$ cat src/rtl/scratch_pkg.sv
package scratch_pkg;
  localparam int WORD_W = 32;
  typedef logic [WORD_W-1:0] word_t;
endpackage

$ cat src/rtl/scratch_rst_sync.sv
module scratch_rst_sync (
  input  logic clk,
  input  logic rst_n_in,
  output logic rst_n_out
);
  logic [1:0] sync_q;

  always_ff @(posedge clk or negedge rst_n_in) begin
    if (!rst_n_in) sync_q <= 2'b00;
    else           sync_q <= {sync_q[0], 1'b1};
  end

  assign rst_n_out = sync_q[1];
endmodule

$ cat src/rtl/scratch_ram.sv
module scratch_ram
  import scratch_pkg::*;
#(
  parameter int SIZE = 64,
  parameter int AW   = $clog2(SIZE)
) (
  input  logic          clk,
  input  logic          rst_n,
  input  logic          u_en,
  input  logic          wr_en,
  input  logic [AW-1:0] addr,
  input  word_t         d_in,
  output word_t         d_out
);
  word_t mem [SIZE];
  logic  en_q, en_d;
  word_t dout_q, dout_d;
  logic  pending;

  assign pending = (u_en != en_q);

  // Next state: one access, then copy the user enable to disarm.
  always_comb begin
    en_d   = en_q;
    dout_d = dout_q;
    if (pending) begin
      en_d = u_en;
      if (!wr_en) dout_d = mem[addr];
    end
  end

  always_ff @(negedge clk or negedge rst_n) begin
    if (!rst_n) begin
      en_q   <= 1'b0;
      dout_q <= '0;
    end else begin
      en_q   <= en_d;
      dout_q <= dout_d;
    end
  end

  always_ff @(negedge clk) begin
    if (pending && wr_en) mem[addr] <= d_in;
  end

  assign d_out = dout_q;

  // the RAM has disarmed itself before every controller edge
  p_disarmed_r7: assert property (@(posedge clk) disable iff (!rst_n)
    en_q == u_en);

  // a store issued last edge left d_out untouched
  p_store_keeps_dout_r3: assert property (@(posedge clk) disable iff (!rst_n)
    (u_en != $past(u_en) && wr_en) |-> $stable(d_out));

  // a load issued last edge presents the addressed word
  p_load_returns_word_r2: assert property (@(posedge clk) disable iff (!rst_n)
    (u_en != $past(u_en) && !wr_en) |-> d_out == mem[addr]);
endmodule

$ cat src/rtl/scratch_requester.sv
module scratch_requester
  import scratch_pkg::*;
#(
  parameter int AW = 6
) (
  input  logic          clk,
  input  logic          rst_n,
  input  logic          req_valid,
  input  logic          req_write,
  input  logic [AW-1:0] req_addr,
  input  word_t         req_wdata,
  input  word_t         d_out,
  output logic          u_en,
  output logic          wr_en,
  output logic [AW-1:0] addr,
  output word_t         d_in,
  output logic          rsp_valid,
  output word_t         rsp_rdata
);
  logic          uen_q, uen_d, wr_q, wr_d, rdp_q, rdp_d, rspv_q, rspv_d;
  logic [AW-1:0] addr_q, addr_d;
  word_t         din_q, din_d, rdat_q, rdat_d;

  always_comb begin
    uen_d  = uen_q;
    wr_d   = wr_q;
    addr_d = addr_q;
    din_d  = din_q;
    rdp_d  = req_valid && !req_write;
    rspv_d = rdp_q;
    rdat_d = rdat_q;
    if (req_valid) begin
      uen_d  = ~uen_q;
      wr_d   = req_write;
      addr_d = req_addr;
      din_d  = req_wdata;
    end
    if (rdp_q) rdat_d = d_out;
  end

  always_ff @(posedge clk or negedge rst_n) begin
    if (!rst_n) begin
      uen_q  <= 1'b0;
      wr_q   <= 1'b0;
      addr_q <= '0;
      din_q  <= '0;
      rdp_q  <= 1'b0;
      rspv_q <= 1'b0;
      rdat_q <= '0;
    end else begin
      uen_q  <= uen_d;
      wr_q   <= wr_d;
      addr_q <= addr_d;
      din_q  <= din_d;
      rdp_q  <= rdp_d;
      rspv_q <= rspv_d;
      rdat_q <= rdat_d;
    end
  end

  assign u_en      = uen_q;
  assign wr_en     = wr_q;
  assign addr      = addr_q;
  assign d_in      = din_q;
  assign rsp_valid = rspv_q;
  assign rsp_rdata = rdat_q;

  // load accepted -> response two edges later
  p_load_responds_r2: assert property (@(posedge clk) disable iff (!rst_n)
    (req_valid && !req_write) |=> ##1 rsp_valid);

  // no load accepted -> no response two edges later
  p_no_spurious_rsp_r6: assert property (@(posedge clk) disable iff (!rst_n)
    !(req_valid && !req_write) |=> ##1 !rsp_valid);

  // response data holds while no response is flagged
  p_rdata_holds_r6: assert property (@(posedge clk) disable iff (!rst_n)
    !rsp_valid |-> $stable(rsp_rdata));
endmodule

$ cat src/rtl/scratch_stack_mem.sv
module scratch_stack_mem
  import scratch_pkg::*;
#(
  parameter int SIZE = 64,
  localparam int AW  = $clog2(SIZE)
) (
  input  logic          clk,
  input  logic          rst_n,
  input  logic          req_valid,
  input  logic          req_write,
  input  logic [AW-1:0] req_addr,
  input  logic [31:0]   req_wdata,
  output logic          rsp_valid,
  output logic [31:0]   rsp_rdata
);
  logic          rst_n_s;
  logic          u_en, wr_en;
  logic [AW-1:0] addr;
  word_t         d_in, d_out;

  scratch_rst_sync rst_i (
    .clk(clk), .rst_n_in(rst_n), .rst_n_out(rst_n_s)
  );

  scratch_requester #(.AW(AW)) req_i (
    .clk(clk), .rst_n(rst_n_s),
    .req_valid(req_valid), .req_write(req_write),
    .req_addr(req_addr), .req_wdata(req_wdata),
    .d_out(d_out), .u_en(u_en), .wr_en(wr_en), .addr(addr), .d_in(d_in),
    .rsp_valid(rsp_valid), .rsp_rdata(rsp_rdata)
  );

  scratch_ram #(.SIZE(SIZE), .AW(AW)) ram_i (
    .clk(clk), .rst_n(rst_n_s),
    .u_en(u_en), .wr_en(wr_en), .addr(addr), .d_in(d_in), .d_out(d_out)
  );
endmodule

$ cat config.mk
export PLATFORM = sky130hd
export DESIGN_NAME = scratch_stack_mem
export DESIGN_NICKNAME = d
export VERILOG_FILES = /design/src/rtl/scratch_pkg.sv /design/src/rtl/scratch_rst_sync.sv /design/src/rtl/scratch_ram.sv /design/src/rtl/scratch_requester.sv /design/src/rtl/scratch_stack_mem.sv
export SDC_FILE = /design/constraint.sdc
export NUM_CORES = 2
export LEC_CHECK = 0
export BUFFER_PORTS_ARGS = -buffer_cell sky130_fd_sc_hd__buf_2
export CAP_MARGIN = 20
export CORE_MARGIN = 2
export CORE_UTILIZATION = 65
export DETAILED_ROUTE_END_ITERATION = 7
export PLACE_DENSITY = 0.83
export SYNTH_ARGS = -nofsm -noshare
export SYNTH_HDL_FRONTEND = slang
export SYNTH_SLANG_ARGS = --single-unit
$ cat constraint.sdc
create_clock -name clk -period 5.25 [get_ports clk]
set_clock_uncertainty 0.2 [all_clocks]
set_input_delay 0.525 -clock clk [delete_from_list [all_inputs] [get_ports clk]]
set_output_delay 0.525 -clock clk [all_outputs]
set_load 0.005 [all_outputs]
==> results of run 1 <==
-- per-layer routing --
| layer | GRT overflow | global-route usage (%) |
|---|---|---|
| met1 | 32 | 83.2 |
| met2 | 126 | 93.1 |
| met4 | 99 | 81.7 |
| met3 | 52 | 80.9 |
| met5 | 5 | 69.1 |
-- metrics by stage --
| step | util [%] | area (µm²) |
|---|---|---|
| after floorplan | - | 83200 |
| after global placement | 73.5 | 92600 |
| after CTS | 86.6 | 109000 |
| after detailed placement | 73.5 | 92600 |
-- cell families after synthesis --
kind of cell,count (synthesis),synth area share (%)
multiplexers,629,10.7
XOR/XNOR,2,0.0212
AO/OA/AOI/OAI,863,7.72
AND/OR/NAND/NOR,368,1.95
other,1,0.00453
flip-flops,2157,77.6
buffers and inverters,296,1.99
-- timing repair --
action | CTS
gates cloned | 5
pin swaps | 24
setup endpoints to repair | 1803
hold buffers | 41
buffers inserted | 24
endpoints found under the hold margin | 42
gates resized for setup | 176
-- synthesized netlist by cell type (all sizes together), types with 5 or more instances --
cell	count
nand2	96
o2111ai	5
mux2i	217
edfxtp	2048
a21oi	126
o221ai	23
o2bb2ai	21
or2	6
clkbuf	84
a22o	32
dfrtn	33
o22ai	86
a41oi	7
nor2	182
mux4	184
nor3	9
dfrtp	76
a211oi	16
a221oi	195
o21ai	77
a22oi	144
o211ai	14
a221o	18
o22a	18
and3	12
nand4	6
a31oi	27
mux2	228
nor2b	9
buf	208
a2111oi	8
nand2b	6
and2	6
o32a	11
nand3	20
==> run metrics, run 1 <==
share of the synthesized area in the top cell type 74.3%; top cells by area, synth edfxtp_1, mux4_2, mux2_2; Top FF cell, synth edfxtp_1; CTS sink count 2157; placer congestion estimate 0.991; Post-synth ARST share 5.05%; post-synthesis cell count 4316; Seq/Total Area, Yosys 77.6%; H-tree lvl count 4; Cell Area, Synth 82800 µm²; YS warnings 0; dpl hpwl 175000 µm; Buffers on Ports 74; Rows 130; post-synth net total 4358; Die Width 361 µm; Stopped at 5_1_grt; GRT overflow 314; clk buf depth 3; total track usage 85.0%; Die Ht 361 µm; Post-synth EDFFs 2048; average size of a mapped cell 19.2 µm²; FF+latch count, synth 2157; error msg [ERROR GRT-0232] Routing congestion too high. Check the congestion heatmap in the GUI.; Place WS -751 ps; area leader, netlist edfxtp_1; pin count of the biggest net entering global routing 66; placed insts 6528; Num CTS Buffers 207; count of unique library cells instantiated by Yosys 83; CTS root buf clkbuf_16; status did not finish; Initial Utilization 65.7%; io pins 75
==> run 2: changes to the inputs <==
- CORE_UTILIZATION: 65 -> 40
- PLACE_DENSITY: 0.83 -> default
- PLACE_DENSITY_LB_ADDON: default -> 0.15
==> run metrics, run 2 <==
RSZ-0062 raised after global routing yes; io pins 75; synth-to-layout area growth 39.1%; Post-synth EDFFs 2048; Via-to-Cell Ratio 5.64; Seq. cell area 64300 µm²; highest-count cells in the layout ignoring fill and taps inv_1, edfxtp_1, buf_4; Die Ht 459 µm; DR vias 57800; crit path from req_i.addr[2]$_DFFE_PN0P_; CP Launch Type register; max FFs per register 2048; pin count of the biggest net entering global routing 66; placer congestion estimate 0.863; Cell Area, Synth 82800 µm²; reg2reg path depth 8; dpl hpwl 188000 µm; clk buf depth 3; initial drt markers 7503; maxcap violations 0; top cells by area, synth edfxtp_1, mux4_2, mux2_2; Top Layer Used met5; DR WL met2 148000 µm; WHS 95.7 ps; DRC 0; Post-synth ARST share 5.05%; initial antenna violation count 12; post-synth net total 4358; vias in the first global route 59300; R2R Setup Slk -370 ps; final cell count without fillers 10300; placed insts 7566; Worst Max-Slew Pin Slew 1110 ps; met3 WL post-DR 31600 µm; CTS root buf clkbuf_16; total track usage 28.9%; Worst Hold Depth 2; Hold Path End req_i.d_in[13]$_DFFE_PN0P_; CP max FO 7; CTS clk-pin slew, worst paths 70 ps; share of the synthesized area in the top cell type 74.3%; first-pass GRT wire length 424000 µm; Peak supply drop 0.000306 V; TritonCTS clock tree done; footprint of the multi-input gates 19300 µm²; RR Startpoint req_i.addr[2]$_DFFE_PN0P_; Setup-failing EPs final 971; first drt pass iteration count 8; Rows 166; GRT overflow 0; count of unique library cells instantiated by Yosys 83; PwrDens 429 nW/µm²; Biggest register ram_i.mem; H-tree lvl count 4; area leader, netlist edfxtp_1; antenna viol nets, final 0; Initial Utilization 40.3%; Core ar. 205000 µm²; reg2reg end ram_i.d_out[5]$_DFFE_NN0P_; Fill cells 16600; most frequent cell after synthesis edfxtp_1; Num CTS Buffers 230; WL per Instance 30.5 µm; Final WS setup -375 ps; most frequent cells after synthesis edfxtp_1, mux2_2, mux2i_1; slew margin rel. 26.1%; Top FF cell, synth edfxtp_1; NumNets Final 7408; YS warnings 0; FF+latch count, synth 2157; post-synthesis cell count 4316; fin area 115000 µm²; share of cells above drive strength 1 29.2%; CP Capture Type register; setup TNS -65660 ps; die area 211000 µm²; Critical Path AT 3430 ps; Buffers on Ports 74; leading cell type in the layout, fill and taps excluded inv_1; fin util 56.1%; hold path start req_valid; status finished with violations; final max-slew violation count 0; critical path class register to register; Die Width 459 µm; CTS sink count 2157; Seq/Total Area, Yosys 77.6%; Final Hold Fails 0; Lkg Pwr 46.9 nW; failing checks negative setup slack; DRT met1 WL 123000 µm; Clk Latency, worst-skew pair 890 ps; CP required 3050 ps; dpl cell area 94500 µm²; drt total wl 313000 µm; average size of a mapped cell 19.2 µm²; Hold/Removal Path Class input pin to register
## run 2: layout make-up
class / instances / area share (%)
multi-input cells: 1865 / 16.8
diodes: 4 / 0.00869
repair buffers: 1061 / 10.9
clock inverters: 2218 / 8.19
clock buffers: 262 / 5.32
inverters: 3 / 0.0261
well taps: 2688 / 2.92
flip-flops and latches: 2157 / 55.8
## run 2: cells by family (layout without fill, tap and decap cells)
family / after synthesis / after routing / synth area share, %
simple gates: 368 / 370 / 1.95
xor+xnor: 2 / 2 / 0.0212
mux: 629 / 629 / 10.7
buf+inv: 296 / 3544 / 1.99
flops: 2157 / 2157 / 77.6
other cells: 1 / 5 / 0.00453
compound gates: 863 / 863 / 7.72
## run 2: worst max path at each step
| stage | slack, ps | endpoint |
|---|---|---|
| after floorplan | -450 | ram_i.mem[0][0]$_DFFE_NP_ |
| after global placement | -670 | ram_i.d_out[18]$_DFFE_NN0P_ |
| after detailed placement | -610 | ram_i.d_out[18]$_DFFE_NN0P_ |
| after CTS | -360 | ram_i.d_out[3]$_DFFE_NN0P_ |
| after global routing | -410 | ram_i.d_out[4]$_DFFE_NN0P_ |
| final | -370 | ram_i.d_out[5]$_DFFE_NN0P_ |
## run 2: repair_timing
action / in CTS / in global routing
resized for setup: 263 / 257
hold buffers: 41 / 0
cloned: 19 / 22
setup endpoints to repair: 1901 / 1787
setup buffers: 80 / 54
pin swaps: 61 / 83
endpoints found under the hold margin: 42 / 0
## run 2: through the flow
| step | power (mW) | worst slack (ps) |
|---|---|---|
| after floorplan | 24.8 | -448 |
| after global placement | 28.0 | -673 |
| after detailed placement | 28.1 | -610 |
| after CTS | 49.4 | -363 |
| after global routing | 52.0 | -405 |
| final | 49.5 | -375 |
## run 2: power by group
group / total, mW / switching [mW] / internal (mW)
logic: 6.33 / 3.72 / 2.61
registers: 20.1 / 0.433 / 19.7
clock network: 23.0 / 11.0 / 12.0
total: 49.5 / 15.2 / 34.3
## run 2: critical path: stages, from the launching register on
cell	delay (ps)
dfrtp_4	560
buf_6	170
buf_12	150
buf_16	160
buf_12	140
mux4_2	290
a22oi_2	290
o211ai_1	330
o32a_1	430
## run 2: routing by layer
metal | up-vias | track usage [%]
met5 | - | 0
met3 | 540 | 7.99
met2 | 3326 | 45.1
met1 | 29900 | 38.1
li1 | 24100 | -
met4 | 2 | 11.8
Power figures use the tool's default switching activity.
